## config.mk

```make
export PLATFORM = sky130hd
export DESIGN_NAME = sd_cmd_framer
export DESIGN_NICKNAME = d
export VERILOG_FILES = /design/src/rtl/sdcf_pkg.sv /design/src/rtl/sdcf_crc7.sv /design/src/rtl/sdcf_frame_sel.sv /design/src/rtl/sdcf_classify.sv /design/src/rtl/sd_cmd_framer.sv
export SDC_FILE = /design/constraint.sdc
export NUM_CORES = 1
export LEC_CHECK = 0
export CAP_MARGIN = 20
export CORE_MARGIN = 3
export CORE_UTILIZATION = 52
export DETAILED_ROUTE_END_ITERATION = 16
export HOLD_SLACK_MARGIN = 0.02
export PLACE_DENSITY = 0.89
export SLEW_MARGIN = 20
export SYNTH_ARGS = -nofsm -noshare
export SYNTH_HDL_FRONTEND = slang
export SYNTH_HIERARCHICAL = 1
export SYNTH_SLANG_ARGS = --single-unit
```

## constraint.sdc

```tcl
create_clock -name clk -period 2.7 [get_ports clk]
set_input_delay 0.27 -clock clk [delete_from_list [all_inputs] [get_ports clk]]
set_output_delay 0.27 -clock clk [all_outputs]
set_load 0.005 [all_outputs]
```

## src/rtl/sdcf_pkg.sv

```systemverilog
package sdcf_pkg;

    typedef enum logic [1:0] {
        ST_IDLE = 2'd0,
        ST_SEND = 2'd1,
        ST_POLL = 2'd2,
        ST_FIN  = 2'd3
    } state_t;

    localparam logic [7:0] FILL_BYTE  = 8'hFF;
    localparam logic [7:0] CMD_PREFIX = 8'h40;
    localparam logic [6:0] CRC7_POLY  = 7'h09;

endpackage

```

## src/rtl/sdcf_crc7.sv

```systemverilog
module sdcf_crc7 (
    input  logic [6:0] crc_i,
    input  logic [7:0] data_i,
    output logic [6:0] crc_o
);
    import sdcf_pkg::*;

    always_comb begin
        logic [6:0] acc;
        logic       fb;
        acc = crc_i;
        for (int b = 7; b >= 0; b--) begin
            fb  = acc[6] ^ data_i[b];
            acc = {acc[5:0], 1'b0};
            if (fb) begin
                acc = acc ^ CRC7_POLY;
            end
        end
        crc_o = acc;
    end
endmodule

```

## src/rtl/sdcf_frame_sel.sv

```systemverilog
module sdcf_frame_sel #(
    parameter int IDX_BITS = 6,
    parameter int ARG_BITS = 32,
    parameter int SEL_W    = 3
) (
    input  logic [SEL_W-1:0]    sel_i,
    input  logic [IDX_BITS-1:0] cmd_i,
    input  logic [ARG_BITS-1:0] arg_i,
    input  logic [6:0]          crc_i,
    output logic [7:0]          byte_o
);
    import sdcf_pkg::*;

    localparam int ARG_BYTES   = ARG_BITS / 8;
    localparam int FRAME_BYTES = ARG_BYTES + 3;

    logic [7:0] frame [FRAME_BYTES];

    assign frame[0] = FILL_BYTE;
    assign frame[1] = CMD_PREFIX | 8'(cmd_i);

    for (genvar g = 0; g < ARG_BYTES; g++) begin : g_arg
        assign frame[2+g] = arg_i[ARG_BITS-1-8*g -: 8];
    end

    assign frame[FRAME_BYTES-1] = {crc_i, 1'b1};

    always_comb begin
        byte_o = FILL_BYTE;
        for (int i = 0; i < FRAME_BYTES; i++) begin
            if (sel_i == SEL_W'(i)) begin
                byte_o = frame[i];
            end
        end
    end
endmodule

```

## src/rtl/sdcf_classify.sv

```systemverilog
module sdcf_classify (
    input  logic [7:0] r1_i,
    output logic       no_card_o,
    output logic       crc_err_o,
    output logic       other_err_o
);
    always_comb begin
        no_card_o   = (r1_i == 8'hFF);
        crc_err_o   = !no_card_o && r1_i[3];
        other_err_o = !no_card_o && !r1_i[3] && (|r1_i[7:1]);
    end
endmodule

```

## src/rtl/sd_cmd_framer.sv

```systemverilog
module sd_cmd_framer #(
    parameter int IDX_BITS   = 6,
    parameter int ARG_BITS   = 32,
    parameter int POLL_LIMIT = 8
) (
    input  logic                clk,
    input  logic                rst_n,
    input  logic                start,
    input  logic [IDX_BITS-1:0] cmd_idx,
    input  logic [ARG_BITS-1:0] cmd_arg,
    output logic                xfer_req,
    output logic [7:0]          xfer_tx,
    input  logic                xfer_ack,
    input  logic [7:0]          xfer_rx,
    output logic                done,
    output logic [7:0]          r1,
    output logic                no_card,
    output logic                crc_err,
    output logic                other_err
);
    import sdcf_pkg::*;

    localparam int ARG_BYTES   = ARG_BITS / 8;
    localparam int FRAME_BYTES = ARG_BYTES + 3;
    localparam int SEL_W       = $clog2(FRAME_BYTES);
    localparam int CNT_W       = (POLL_LIMIT > 2) ? $clog2(POLL_LIMIT) : 1;
    localparam logic [SEL_W-1:0] LAST_SEL  = SEL_W'(FRAME_BYTES - 1);
    localparam logic [SEL_W-1:0] CRC_FIRST = SEL_W'(1);
    localparam logic [SEL_W-1:0] CRC_LAST  = SEL_W'(ARG_BYTES + 1);
    localparam logic [CNT_W-1:0] POLL_LAST = CNT_W'(POLL_LIMIT - 1);

    state_t              state_q, state_d;
    logic [SEL_W-1:0]    sel_q;
    logic [CNT_W-1:0]    poll_q;
    logic [6:0]          crc_q;
    logic [6:0]          crc_next;
    logic [IDX_BITS-1:0] cmd_q;
    logic [ARG_BITS-1:0] arg_q;
    logic [7:0]          r1_q;
    logic [7:0]          frame_byte;
    logic                reply_hit;
    logic                poll_end;

    sdcf_frame_sel #(
        .IDX_BITS (IDX_BITS),
        .ARG_BITS (ARG_BITS),
        .SEL_W    (SEL_W)
    ) u_sel (
        .sel_i  (sel_q),
        .cmd_i  (cmd_q),
        .arg_i  (arg_q),
        .crc_i  (crc_q),
        .byte_o (frame_byte)
    );

    sdcf_crc7 u_crc (
        .crc_i  (crc_q),
        .data_i (frame_byte),
        .crc_o  (crc_next)
    );

    sdcf_classify u_cls (
        .r1_i        (r1_q),
        .no_card_o   (no_card),
        .crc_err_o   (crc_err),
        .other_err_o (other_err)
    );

    assign reply_hit = (poll_q != '0) && !xfer_rx[7];
    assign poll_end  = reply_hit || (poll_q == POLL_LAST);

    // next-state logic
    always_comb begin
        state_d = state_q;
        unique case (state_q)
            ST_IDLE: if (start) state_d = ST_SEND;
            ST_SEND: if (xfer_ack && sel_q == LAST_SEL) state_d = ST_POLL;
            ST_POLL: if (xfer_ack && poll_end) state_d = ST_FIN;
            ST_FIN:  state_d = ST_IDLE;
            default: state_d = ST_IDLE;
        endcase
    end

    // state register
    always_ff @(posedge clk or negedge rst_n) begin
        if (!rst_n) state_q <= ST_IDLE;
        else        state_q <= state_d;
    end

    // datapath registers
    always_ff @(posedge clk or negedge rst_n) begin
        if (!rst_n) begin
            sel_q  <= '0;
            poll_q <= '0;
            crc_q  <= '0;
            cmd_q  <= '0;
            arg_q  <= '0;
            r1_q   <= '0;
        end else begin
            unique case (state_q)
                ST_IDLE: begin
                    if (start) begin
                        cmd_q  <= cmd_idx;
                        arg_q  <= cmd_arg;
                        sel_q  <= '0;
                        poll_q <= '0;
                        crc_q  <= '0;
                    end
                end
                ST_SEND: begin
                    if (xfer_ack) begin
                        if (sel_q >= CRC_FIRST && sel_q <= CRC_LAST) begin
                            crc_q <= crc_next;
                        end
                        if (sel_q != LAST_SEL) begin
                            sel_q <= sel_q + 1'b1;
                        end
                    end
                end
                ST_POLL: begin
                    if (xfer_ack) begin
                        poll_q <= poll_q + 1'b1;
                        if (poll_end) begin
                            r1_q <= xfer_rx;
                        end
                    end
                end
                ST_FIN: begin
                end
                default: begin
                end
            endcase
        end
    end

    // outputs
    always_comb begin
        xfer_req = 1'b0;
        xfer_tx  = FILL_BYTE;
        done     = 1'b0;
        unique case (state_q)
            ST_IDLE: begin
            end
            ST_SEND: begin
                xfer_req = 1'b1;
                xfer_tx  = frame_byte;
            end
            ST_POLL: begin
                xfer_req = 1'b1;
                xfer_tx  = FILL_BYTE;
            end
            ST_FIN: begin
                done = 1'b1;
            end
            default: begin
            end
        endcase
    end

    assign r1 = r1_q;

endmodule

```

# Word-level counts from Yosys, hierarchy flattened

Cells that the tools add are included.

Register bits: 61
Input bits: 50
Output and inout port bits: 21
Word-level logic and storage cells: 100

Add/subtract/negate cells: 2
Order comparisons: 2
Equal/unequal tests: 19
Multiplexer cells: 31
Bitwise logic cells: 16
Reductions and logical operators: 23

Operator list:

| operator            | count |
|---|---|
| $mux 8              | 7 |
| $mux 4              | 8 |
| $mux 7              | 3 |
| $not 2->2           | 8 |
| $ne 2x2->1 const B  | 7 |
| $pmux 7 s2          | 1 |
| $eq 3x3->1 const B  | 4 |
| $mux 3              | 4 |
| $pmux 3 s2          | 2 |
| $reduce_and 3->1    | 3 |
| $eq 8x8->1 const B  | 1 |
| $pmux 2 s4          | 1 |
| $reduce_and 4->1    | 2 |
| $xor 1x1->1         | 8 |
| $logic_and 1x1->1   | 7 |
| $reduce_or 7->1     | 1 |
| $add 3x1->3 const B | 2 |
| $eq 3x2->1 const B  | 2 |
| $mux 2              | 3 |
| $eq 2x2->1 const B  | 2 |
| $reduce_bool 2->1   | 2 |
| $eq 3x1->1 const B  | 1 |
| $ge 3x1->1 const B  | 1 |
| $le 3x3->1 const B  | 1 |
| other kinds (9)     | 12 |

# Depth between registers and ports, before layout

Gate-level depths: netlist of run 1.

Depth in word-level cells: 26
Mapped depth: 8
Gate-level depth less buffers: 7

# By module

Netlist of run 1, hierarchy kept.

Modules (own cells, without submodules):

| module         | times used | cells an instance | area an instance (sq um) | seq. area each (sq um) |
|---|---|---|---|---|
| sd_cmd_framer  | 1          | 220               | 2765.2                   | 1526.5 |
| sdcf_frame_sel | 1          | 59                | 461.7                    | 0.0 |
| sdcf_crc7      | 1          | 15                | 193.9                    | 0.0 |
| sdcf_classify  | 1          | 8                 | 42.5                     | 0.0 |

# Worst setup path after synthesis of run 1

No wires, ideal clock.

Path kind: reg-to-reg
Start: reg sel_q[0]
End: reg crc_q[3]
Setup time: 0.079 ns
Arrival: 2.037 ns
Required time: 2.621 ns
Slack: 0.584 ns
Cell stages (with the launch flop): 9
Path buffers: 1
Clock period less this slack: 2.116 ns
Cells stage by stage: dfrtp_1 buf_2 nand2b_1 nor2_1 o31ai_1 xnor3_1 xnor2_1 nand2_1 mux2i_1

Elaborated cells on any way between the ends: 34
Those cells by class: order compare (2); eq/ne (7); mux (17); bitwise (6); reduce/logical (2)

RTL lines:

| what                     | RTL line             | text |
|---|---|---|
| start: declaration       | sd_cmd_framer.sv:33  | `logic [SEL_W-1:0] sel_q;` |
| start signal: assignment | sd_cmd_framer.sv:116 | `sel_q <= sel_q + 1'b1;` |
| $eq 3x1->1               | sdcf_frame_sel.sv:31 | `if (sel_i == SEL_W'(i)) begin` |
| $mux 8 (5 in series)     | sdcf_frame_sel.sv:31 |  |
| $mux 8 (*)               | sdcf_frame_sel.sv:31 |  |
| named net frame_byte[4]  | sd_cmd_framer.sv:40  | `logic [7:0] frame_byte;` |
| $xor 1x1->1 (*)          | sdcf_crc7.sv:13      | `fb = acc[6] ^ data_i[b];` |
| $mux 4 (*)               | sdcf_crc7.sv:15      | `if (fb) begin` |
| $xor 1x1->1 (*)          | sdcf_crc7.sv:13      |  |
| $mux 4 (*)               | sdcf_crc7.sv:15      |  |
| named net crc_next[3]    | sd_cmd_framer.sv:36  | `logic [6:0] crc_next;` |
| $mux 7 (*)               | sd_cmd_framer.sv:112 | `if (sel_q >= CRC_FIRST && sel_q <= CRC_LAST) begin` |
| $mux 7 (*)               | sd_cmd_framer.sv:111 | `if (xfer_ack) begin` |
| $pmux 7 s2 (*)           | sd_cmd_framer.sv:100 | `unique case (state_q)` |
| end signal: assignment   | sd_cmd_framer.sv:113 | `crc_q <= crc_next;` |
| end: declaration         | sd_cmd_framer.sv:35  | `logic [6:0] crc_q;` |

The timed path passes the listed nets; every way through them passes the cells marked *. The select of a mux whose other input is x is not followed.
A chain may end at the register's enable or synchronous reset.

# Worst setup path in the final report of run 1

Start: reg sel_q[1]
End: out xfer_tx[0]

Longest elaborated chain between the ends: 8
Elaborated cells on any way between the ends: 13
Those cells by class: eq/ne (6); mux (7)

Ends and longest elaborated chain:

| what                    | RTL line             | text |
|---|---|---|
| $eq 3x1->1              | sdcf_frame_sel.sv:31 |  |
| $mux 8 (5 in series)    | sdcf_frame_sel.sv:31 |  |
| $mux 8 (*)              | sdcf_frame_sel.sv:31 |  |
| named net frame_byte[0] | sd_cmd_framer.sv:40  |  |
| $mux 8 (*)              | sd_cmd_framer.sv:141 | `unique case (state_q)` |
| end: declaration        | sd_cmd_framer.sv:12  | `output logic [7:0] xfer_tx,` |

The timed path passes the listed nets; every way through them passes the cells marked *.

==> metrics.txt, run 1 <==
max-cap viol count=0; Initial Util=54.2%; initial antenna violation count=0; Buffers on Ports=70; Max rail drop VDD=0.000634 V; Ys Warns=6; RR Startpoint=sel_q[1]; largest net degree at the start of global routing=39; DIE HEIGHT=87.6 µm; IO Count=71; Power Total=5.06 mW; DR vias/cell=around 5.6; RSZ-0062 raised after global routing=false; GR peak layer=met2; first-pass GRT wire length=12.2 mm; cell area power density=about 1100 mW/mm²; final slew viol count=0; clock root buffer=clkbuf_8; Flop pwr share=33.2%; share of cells above drive strength 1=20.9%; FF+latch count, synth=just over 60; met1 Resource Use GR=about 29%; sequential-to-total area share from yosys stat=around 44%; post-CTS setup buffers=0; CTS tree=yes; Netlist cell types=49; Fin Setup TNS=0 ns; core area=0.00639 mm²; Final setup viols=0; Gate power share=around half; switching share of power=35.6%; fmax=0.391 GHz; Max Root-Sink Buffers=2; Worst-Margin Slew=0.694 ns; CP Max Fanout=20; clk sinks=61; total vias in the final route=2587; DR iter-0 viols=145; Critical Path AT=2.29 ns; outcome=completed; number of CTS-inserted buffers=9; post-DP HPWL=5.54 mm; Final Hold Fails=0; Synthesized Nets=363; Leak Pwr=1.87 nW; fin crit share=94.8%; DRT antenna net count=0; vias in the first global route=2489; NetSw=about 1.8 mW; Clk pwr share=15.8%; grt total ovfl=0; Hold WS=0.507 ns; Worst Hold Class=in -> async; nets=roughly 440; all-layer global routing usage=between 20 and 25%; worst reg2reg path depth=9; 1st-pass router iterations=4; die width=87.6 µm; Clock transition at path regs=0.07 ns; area grow syn2layout=28.6%; CP Class=reg -> out; H-tree levels=3; WP data required=between 2 and 2.5 ns; Synth Instances=302; GPL Wtd Cong=0.857; Critical R2R Capture=crc_q[6]; internal power=3.26 mW; Routed WL per cell=15.9 µm; capturing element type of the critical path=primary output; DRC=0; met2 Use GR=30.6%; drt total wl=7.33 mm; clock skew=0.00830 ns; Die ar.=0.00768 mm²; slew margin rel.=53.7%; diodes inserted=0; Skew-Pair Late Insertion Delay=0.34 ns; R2R Setup Slk=0.37 ns; synthesized area=0.00346 mm²; synthesized area per cell=about 11 µm²; Period minus WS final=2.56 ns; FP Rows=29; met3 GRT Util=3.95%; crit start category=flop
## state kept, by name, summed over array words and instances, names as in the netlist
name / flops
arg_q: 32
r1: 8
crc_q: 7
cmd_q: 6
poll_q: 3
sel_q: 3
state_q: 2
## cell usage after synthesis (all sizes together)
| cell type | instances | share of area (%) |
|---|---|---|
| dfrtp | 61 | 44 |
| mux2 | 53 | 17 |
| inv | 19 | 2.1 |
| nand2b | 14 | 2.5 |
| nor2 | 14 | 1.6 |
| mux2i | 13 | 3.8 |
| nand2 | 12 | 1.3 |
| buf | 11 | 2.0 |
| ha | 11 | 4.0 |
| nand3 | 9 | 1.3 |
| o21ai | 8 | 1.2 |
| o221ai | 7 | 2.0 |
| xnor2 | 7 | 2.0 |
| a21oi | 6 | 0.87 |
| and2 | 6 | 1.1 |
| o31ai | 6 | 1.3 |
| xor2 | 5 | 1.3 |
| clkbuf | 4 | 0.47 |
| xnor3 | 4 | 2.6 |
| a22o | 3 | 0.76 |
| a22oi | 3 | 0.65 |
| a31oi | 3 | 0.98 |
| nor3 | 3 | 0.43 |
| nand4 | 2 | 0.36 |
| nor2b | 2 | 0.36 |
| o21a | 2 | 0.43 |
| a21o | 1 | 0.22 |
| and3 | 1 | 0.18 |
| nand3b | 1 | 0.22 |
| nand4bb | 1 | 0.33 |
| nor4 | 1 | 0.18 |
| o2111ai | 1 | 0.25 |
| o211ai | 1 | 0.36 |
| o22ai | 1 | 0.18 |
| o311ai | 1 | 0.25 |
| o31a | 1 | 0.25 |
| o32ai | 1 | 0.25 |
| or2b | 1 | 0.33 |
| or3 | 1 | 0.18 |
| or4b | 1 | 0.29 |
## power groups by stage
stage	combinational (mW)	sequential [mW]	clock (mW)
final	2.58	1.68	0.797
after global routing	2.82	1.74	0.861
after CTS	2.59	1.68	0.814
after detailed placement	2.57	1.69	0
after global placement	2.48	1.67	0
after floorplan	1.91	1.58	0
## through the flow
step	instances	instance area, µm²	worst slack [ns]	util, %
3_5_place_dp	443	4240	0.360	66.4
5_1_grt	460	4460	0.0122	69.8
6_report	460	4460	0.141	69.8
3_3_place_gp	443	4240	0.476	66.4
2_1_floorplan	302	3460	0.584	-
4_1_cts	460	4450	0.0695	69.7
## placed cells by master (no fill, tap or decap), types with 2 or more instances in the layout
master,netlist,layout
nor2b_1,2,2
a22o_1,3,3
xnor3_1,4,4
and2_1,6,6
o21ai_0,7,7
clkdlybuf4s50_1,0,69
nand3_1,9,9
nand2b_1,14,14
clkbuf_8,0,9
mux2_2,45,45
dfrtp_1,61,60
nand2_1,12,12
a22oi_1,3,3
inv_1,19,19
mux2_1,7,7
buf_4,0,9
nor2_1,13,13
ha_1,11,11
nor3_1,3,3
a21oi_1,6,6
nand4_1,2,2
mux2i_1,13,13
o221ai_1,6,6
xor2_1,5,5
a31oi_1,2,2
o31ai_1,6,5
clkinv_4,0,3
clkinvlp_4,0,2
o21a_1,2,2
xnor2_1,6,6
## repair_timing
item | CTS | global route
hold buffers | 1 | 0
resized for setup | 0 | 2
setup endpoints to repair | 0 | 3
endpoints found under the hold margin | 29 | 0
## how the worst max path moves through the flow
stage	from	endpoint	slack, ns	cells past startpoint
2_1_floorplan	sel_q[0]	crc_q[3]	0.58	8
3_3_place_gp	sel_q[2]	xfer_tx[0]	0.48	5
3_5_place_dp	sel_q[2]	crc_q[6]	0.36	7
4_1_cts	sel_q[2]	xfer_tx[0]	0.07	5
5_1_grt	sel_q[1]	xfer_tx[2]	0.01	6
6_report	sel_q[1]	xfer_tx[0]	0.14	6
## critical path: stages, from the launching register on
cell and delay [ns]:
dfrtp_1 0.33, buf_4 0.26, or4b_1 0.47, o2111ai_1 0.13, o221ai_2 0.13, nand2b_1 0.17, clkdlybuf4s50_1 0.46
## layer usage
metal | part of all wire [%] | vias to the layer above
li1 | - | 1231
met1 | 45 | 1273
met2 | 47 | 71
met3 | 5.6 | 12
met4 | 2.0 | 0
met5 | 0 | -
## cell families after synthesis
family / Yosys count / share of synthesized area, %
and+or+nand+nor: 69 / 10.7
adders and majority gates: 11 / 3.97
AOI/OAI and AO/OA: 45 / 9.86
DFF: 61 / 44.1
xor gates and xnor gates: 16 / 5.85
buffers and inverters: 34 / 4.48
muxes: 66 / 21.1
## layout make-up
class / count / area, µm²
multi-input combinational: 207 / 1790
timing repair buffer: 80 / 773
fill: 444 / 1930
inverter: 19 / 71.3
clock buffer: 9 / 124
sequential: 61 / 1530
tap: 77 / 96.3
clock inverter: 7 / 76.3
Power figures use the tool's default switching activity.
==> run 2, diff against run 1 <==
- CORE_UTILIZATION: 52 -> 25
- PLACE_DENSITY: 0.89 -> 0.53
- clock period: 2.7 -> 3.27 ns (I/O delays scaled with it)
==> run 2 against run 1 <==
Against the previous run:
- clock-buffer cell count grew 1
- cell count rose by 21%
- die area is 99% higher
- utilization down 35 points
- combinational power down 21%
- sequential share of layout area decreased by 1.7 points
- worst setup slack improved by 0.23 ns
==> metrics.txt, run 2 (synthesis gave the netlist of run 1 again) <==
Power Total=4.52 mW (-11%); first-pass GRT wire length=12.6 mm (+3.5%); die width=124 µm (+41%); slew margin rel.=51.6% (-2.2 points); area grow syn2layout=35.5%; Final setup viols=0 (unchanged); DRT antenna net count=0 (unchanged); DR vias/cell=4.53 (-19%); max reg flops=32 (unchanged); Worst-Margin Slew=0.727 ns (+0.0327 ns); H-tree levels=3 (unchanged); R2R Setup Slk=0.76 ns (+0.39 ns); vias in the first global route=2526 (+1.5%); Worst Hold Class=reg -> reg; Clk pwr share=23.2% (+7.4 points); FP Rows=42 (+45%); IO Count=71 (unchanged); grt total ovfl=0 (unchanged); CTS tree=yes; DR iter-0 viols=107 (-26%); Critical path origin=sel_q[0]; final slew viol count=0 (unchanged); Period minus WS final=between 2 and 3 ns; DRC=0 (unchanged); Critical R2R Capture=crc_q[3]; clk sinks=61 (unchanged); Flop pwr share=31.4% (-1.8 points); cell area power density=964 mW/mm² (-15%); CP Max Fanout=19 (-5.0%); WP data required=2.94 ns (+0.51 ns); commonest non-fill, non-tap cell in the layout=clkdlybuf4s50_1; all-layer global routing usage=10.7% (-9.7 points); crit start category=flop; post-CTS setup buffers=0 (unchanged); GPL Wtd Cong=0.760 (-11%); Largest Register=arg_q; Initial Util=25.8% (-28 points); clock skew=0.00605 ns (-0.00224 ns); nets=437 (-0.46%); post-DP HPWL=5.69 mm (+2.7%); core area=0.0134 mm² (+110%); RSZ-0062 raised after global routing=false; largest net degree at the start of global routing=39 (unchanged); Routed WL per cell=14.0 µm (-12%); diodes inserted=0 (unchanged); capturing element type of the critical path=primary output; Clock transition at path regs=0.06 ns (about the same); most frequent cells in the layout=clkdlybuf4s50_1 (69), dfrtp_1 (60), mux2_2 (45); NetSw=1.51 mW (-16%); share of cells above drive strength 1=20.2% (-0.68 points); crit path to=xfer_tx[5]; max-cap viol count=0 (unchanged); RR Startpoint=sel_q[0]; internal power=3.02 mW (-7.4%); 1st-pass router iterations=4 (unchanged); Max rail drop VDD=0.000381 V (-40%); final core occ=35.0% (-35 points); outcome=completed; total vias in the final route=2522 (-2.5%); worst reg2reg path depth=7 (-2); Max Root-Sink Buffers=2 (unchanged); Critical Path AT=2.57 ns (+0.28 ns); Fin Setup TNS=0 ns (unchanged); Gate power share=45.4% (-5.6 points); drt total wl=7.78 mm (+6.2%); fin crit share=88.5%; CP Class=reg -> out; DIE HEIGHT=124 µm (+41%); Leak Pwr=1.93 nW (+2.8%); fmax=0.346 GHz; Hold WS=0.496 ns (-0.0115 ns); Buffers on Ports=70 (unchanged); Die ar.=0.0153 mm² (+99%); clock root buffer=clkbuf_16; initial antenna violation count=0 (unchanged); Skew-Pair Late Insertion Delay=0.33 ns (about the same); switching share of power=33.3% (-2.3 points); Final Hold Fails=0 (unchanged); number of CTS-inserted buffers=9 (unchanged)
==> run 2: cell count changes in the layout (fill, tap and decap cells not counted), moves of 2 or more <==
cell	change
buf_4	-2
clkbuf_16	+9
clkbuf_8	-8
clkinv_4	-2
inv_6	+2
==> run 2: layout make-up <==
| class | instances | area (µm²) |
|---|---|---|
| Clock buffer | 10 | 239 |
| Clock inverter | 6 | 93.8 |
| Fill cell | 1391 | 8710 |
| Inverter | 19 | 71.3 |
| Multi-Input combinational cell | 207 | 1780 |
| Sequential cell | 61 | 1530 |
| Tap cell | 176 | 220 |
| Timing Repair Buffer | 78 | 758 |
==> run 2: per-stage QoR <==
stage | std cells | instance area [µm²] | setup WS [ns]
after global placement | 540 | 4350 | 0.522
after CTS | 557 | 4690 | 0.0872
after detailed placement | 540 | 4350 | 0.459
after global routing | 557 | 4690 | 0.143
after floorplan | 302 | 3460 | 1.15
final | 557 | 4690 | 0.376
==> run 2: power by group through the flow <==
| stage | clock [mW] | sequential, mW | combinational, mW |
|---|---|---|---|
| 5_1_grt | 1.12 | 1.48 | 2.27 |
| 4_1_cts | 1.09 | 1.42 | 2.09 |
| 6_report | 1.05 | 1.42 | 2.05 |
| 3_3_place_gp | 0 | 1.42 | 2.05 |
| 2_1_floorplan | 0 | 1.30 | 1.58 |
| 3_5_place_dp | 0 | 1.43 | 2.08 |
==> run 2: timing repair <==
item / 4_1_cts / 5_1_grt
endpoints found under the hold margin: 22 / 0
hold buffers: 1 / 0
setup endpoints to repair: 0 / 4
gates resized for setup: 0 / 1
==> run 2: worst min-delay path by stage <==
stage,start,to,slack [ns],cells past startpoint
final,arg_q[9],arg_q[9],0.50,1
after global routing,arg_q[9],arg_q[9],0.52,1
after CTS,cmd_q[3],cmd_q[3],0.51,1
after detailed placement,rst_n,state_q[0],0.35,1
after global placement,rst_n,state_q[0],0.36,1
after floorplan,rst_n,arg_q[0],0.03,0
==> run 2: worst max-delay path, stage by stage (launching register included) <==
cell and delay (ns):
dfrtp_1 0.74, nand2b_1 0.28, nor2_1 0.09, o31ai_1 0.43
nand2b_1 0.18, clkdlybuf4s50_1 0.52
==> run 2: layer usage <==
layer,up-vias,track usage [%],wire [µm]
li1,1229,-,-
met1,1228,13.5,3610
met2,58,17.2,3740
met3,7,3.09,364
met4,0,4.22,70
met5,-,0,0
==> run 3, diff against run 2 <==
- CORE_ASPECT_RATIO: not set -> 0.7
==> run 3 against run 2 <==
Against the previous run:
- first-iteration DRC count is 18% higher
- sequential share of layout area is 0.41 points higher
- non-clock buffer count is 2 higher
- clock power shrank 23%
- clock-buffer cell count up 1
- sequential power barely moved
- wire length rose by 3.8%
- critical path type unchanged
==> metrics.txt, run 3 (synthesis gave the netlist of run 1 again) <==
Gate power share=48.9% (+3.5 points); Max rail drop VDD=0.000256 V (-33%); Flop pwr share=32.3% (+0.9 points); crit path buf inv count=1 (unchanged); H-tree levels=3 (unchanged); Clock transition at path regs=0.05 ns (about the same); worst reg2reg path depth=7 (unchanged); drt total wl=8.07 mm (+3.8%); Worst Hold Class=in -> async; post-CTS setup buffers=0 (unchanged); Period minus WS final=3.09 ns (+0.196 ns); nets=439 (+0.46%); GPL Wtd Cong=0.770 (+1.3%); share of cells above drive strength 1=19.7% (-0.52 points); critical path depth=5 (unchanged); Critical Path AT=2.76 ns (+0.19 ns); total vias in the final route=2497 (-0.99%); Clk pwr share=18.8% (-4.4 points); cell area power density=933 mW/mm² (-3.2%); Fin Setup TNS=0 ns (unchanged); IO Count=71 (unchanged); capturing element type of the critical path=primary output; final slew viol count=0 (unchanged); Buffers on Ports=70 (unchanged); Hold WS=0.0121 ns (-0.484 ns); CP max-delay cell=dfrtp_1; Max Root-Sink Buffers=2 (unchanged); CTS tree=yes; post-DP HPWL=6.06 mm (+6.6%); DRT antenna net count=0 (unchanged); internal power=2.84 mW (-5.8%); die width=147 µm (+19%); Skew-Pair Late Insertion Delay=0.33 ns (about the same); Largest Register=arg_q; fin crit share=94.5% (+6.0 points); met3 GRT Util=4.05% (+0.96 points); met2 Use GR=15.8% (-1.5 points); Initial Util=25.9% (+0.085 points); fin cells=566 (+1.6%); DR iter-0 viols=126 (+18%); WP data required=2.94 ns (about the same); core area=0.0134 mm² (-0.33%); max-cap viol count=0 (unchanged); Post-CTS Resized=0 (unchanged); Max stage delay on crit path=0.89 ns (+0.15 ns); first-pass GRT wire length=13.5 mm (+7.2%); grt total ovfl=0 (unchanged); clk sinks=61 (unchanged); Worst-Margin Slew=0.841 ns (+0.114 ns); Routed WL per cell=14.3 µm (+2.1%); RSZ-0062 raised after global routing=false; CP Class=reg -> out; DIE HEIGHT=104 µm (-16%); switching share of power=34.2% (+0.89 points); most frequent cells in the layout=clkdlybuf4s50_1 (69), dfrtp_1 (61), mux2_2 (45); clock skew=0.00624 ns (+0.000183 ns); all-layer global routing usage=11.0% (+0.32 points); NetSw=1.48 mW (-2.0%); Final Hold Fails=0 (unchanged); Final setup viols=0 (unchanged); clock root buffer=clkbuf_16; commonest non-fill, non-tap cell in the layout=clkdlybuf4s50_1; area grow syn2layout=33.7%; DR vias/cell=4.41 (-2.6%); outcome=completed; Die ar.=0.0153 mm² (+0.15%); DRC=0 (unchanged); placed cells=552 (+2.2%); Hold Buf Count CTS=0 (-1); 1st-pass router iterations=5 (+1); met1 Resource Use GR=15.4% (+2.0 points); max reg flops=32 (unchanged); critical-path cell list=mux2i_1 > and2_1 > o31ai_1 > nand2b_1 > clkdlybuf4s50_1; largest net degree at the start of global routing=39 (unchanged); crit start category=flop; number of CTS-inserted buffers=9 (unchanged); diodes inserted=0 (unchanged); CP Max Fanout=20 (+1); crit-path leading delay family=flip-flops; slew margin rel.=44.0% (-7.6 points); initial antenna violation count=0 (unchanged); Leak Pwr=1.91 nW (-1.1%); FP Rows=35 (-17%); vias in the first global route=2579 (+2.1%); GR peak layer=met2; fmax=0.324 GHz (-6.3%)
run 3: changes by cell type in the layout (fill, tap and decap cells not counted), sizes merged, moves of 2 or more:
cell / previous run / this run
buf: 8 / 11
bufinv: 2 / 0
clkinv: 1 / 3
inv: 21 / 19
run 3: power by group through the flow:
stage | Clock (mW) | Sequential [mW] | Combinational [mW]
final | 0.812 | 1.39 | 2.11
after global routing | 0.869 | 1.46 | 2.33
after CTS | 0.842 | 1.40 | 2.15
after detailed placement | 0 | 1.41 | 2.13
after global placement | 0 | 1.41 | 2.10
after floorplan | 0 | 1.30 | 1.58
run 3: cell type report:
type / count / area, µm²
fill: 1329 / 8730
clock buffer: 11 / 233
tap: 185 / 231
multi-input combinational: 207 / 1780
sequential: 61 / 1530
timing repair buffer: 80 / 771
inverter: 19 / 71.3
clock inverter: 3 / 15.0
run 3: worst paths after layout:
kind	from	endpoint	slack (ns)
worst max-delay path	sel_q[1]	xfer_tx[5]	0.18
worst min-delay path	rst_n	arg_q[13]	0.01
worst max register to register	sel_q[1]	crc_q[4]	0.60
worst min register to register	arg_q[9]	arg_q[9]	0.50
max in group asynchronous	rst_n	arg_q[7]	2.51
min in group clk	arg_q[9]	arg_q[9]	0.50
run 3: metal layers:
layer	vias to the layer above	part of all wire [%]
li1	1224	-
met1	1213	50
met2	49	43
met3	11	5.4
met4	0	1.0
met5	-	0
run 3: worst register-to-register path: cells and delay by family, from the launching register on:
kind | cells | cell delay (ns)
xor+xnor | 2 | 0.67
compound gates | 1 | 0.46
flops | 1 | 0.89
simple gates | 2 | 0.26
mux | 2 | 0.25
run 3: stage by stage:
stage | power, mW | cell area (µm²) | util (%) | setup WS, ns
4_1_cts | 4.39 | 4630 | 34.7 | 0.178
3_5_place_dp | 3.54 | 4380 | 32.8 | 0.542
3_3_place_gp | 3.50 | 4380 | 32.8 | 0.652
6_report | 4.32 | 4630 | 34.7 | 0.180
2_1_floorplan | 2.88 | 3460 | - | 1.15
5_1_grt | 4.65 | 4630 | 34.7 | 0.0819
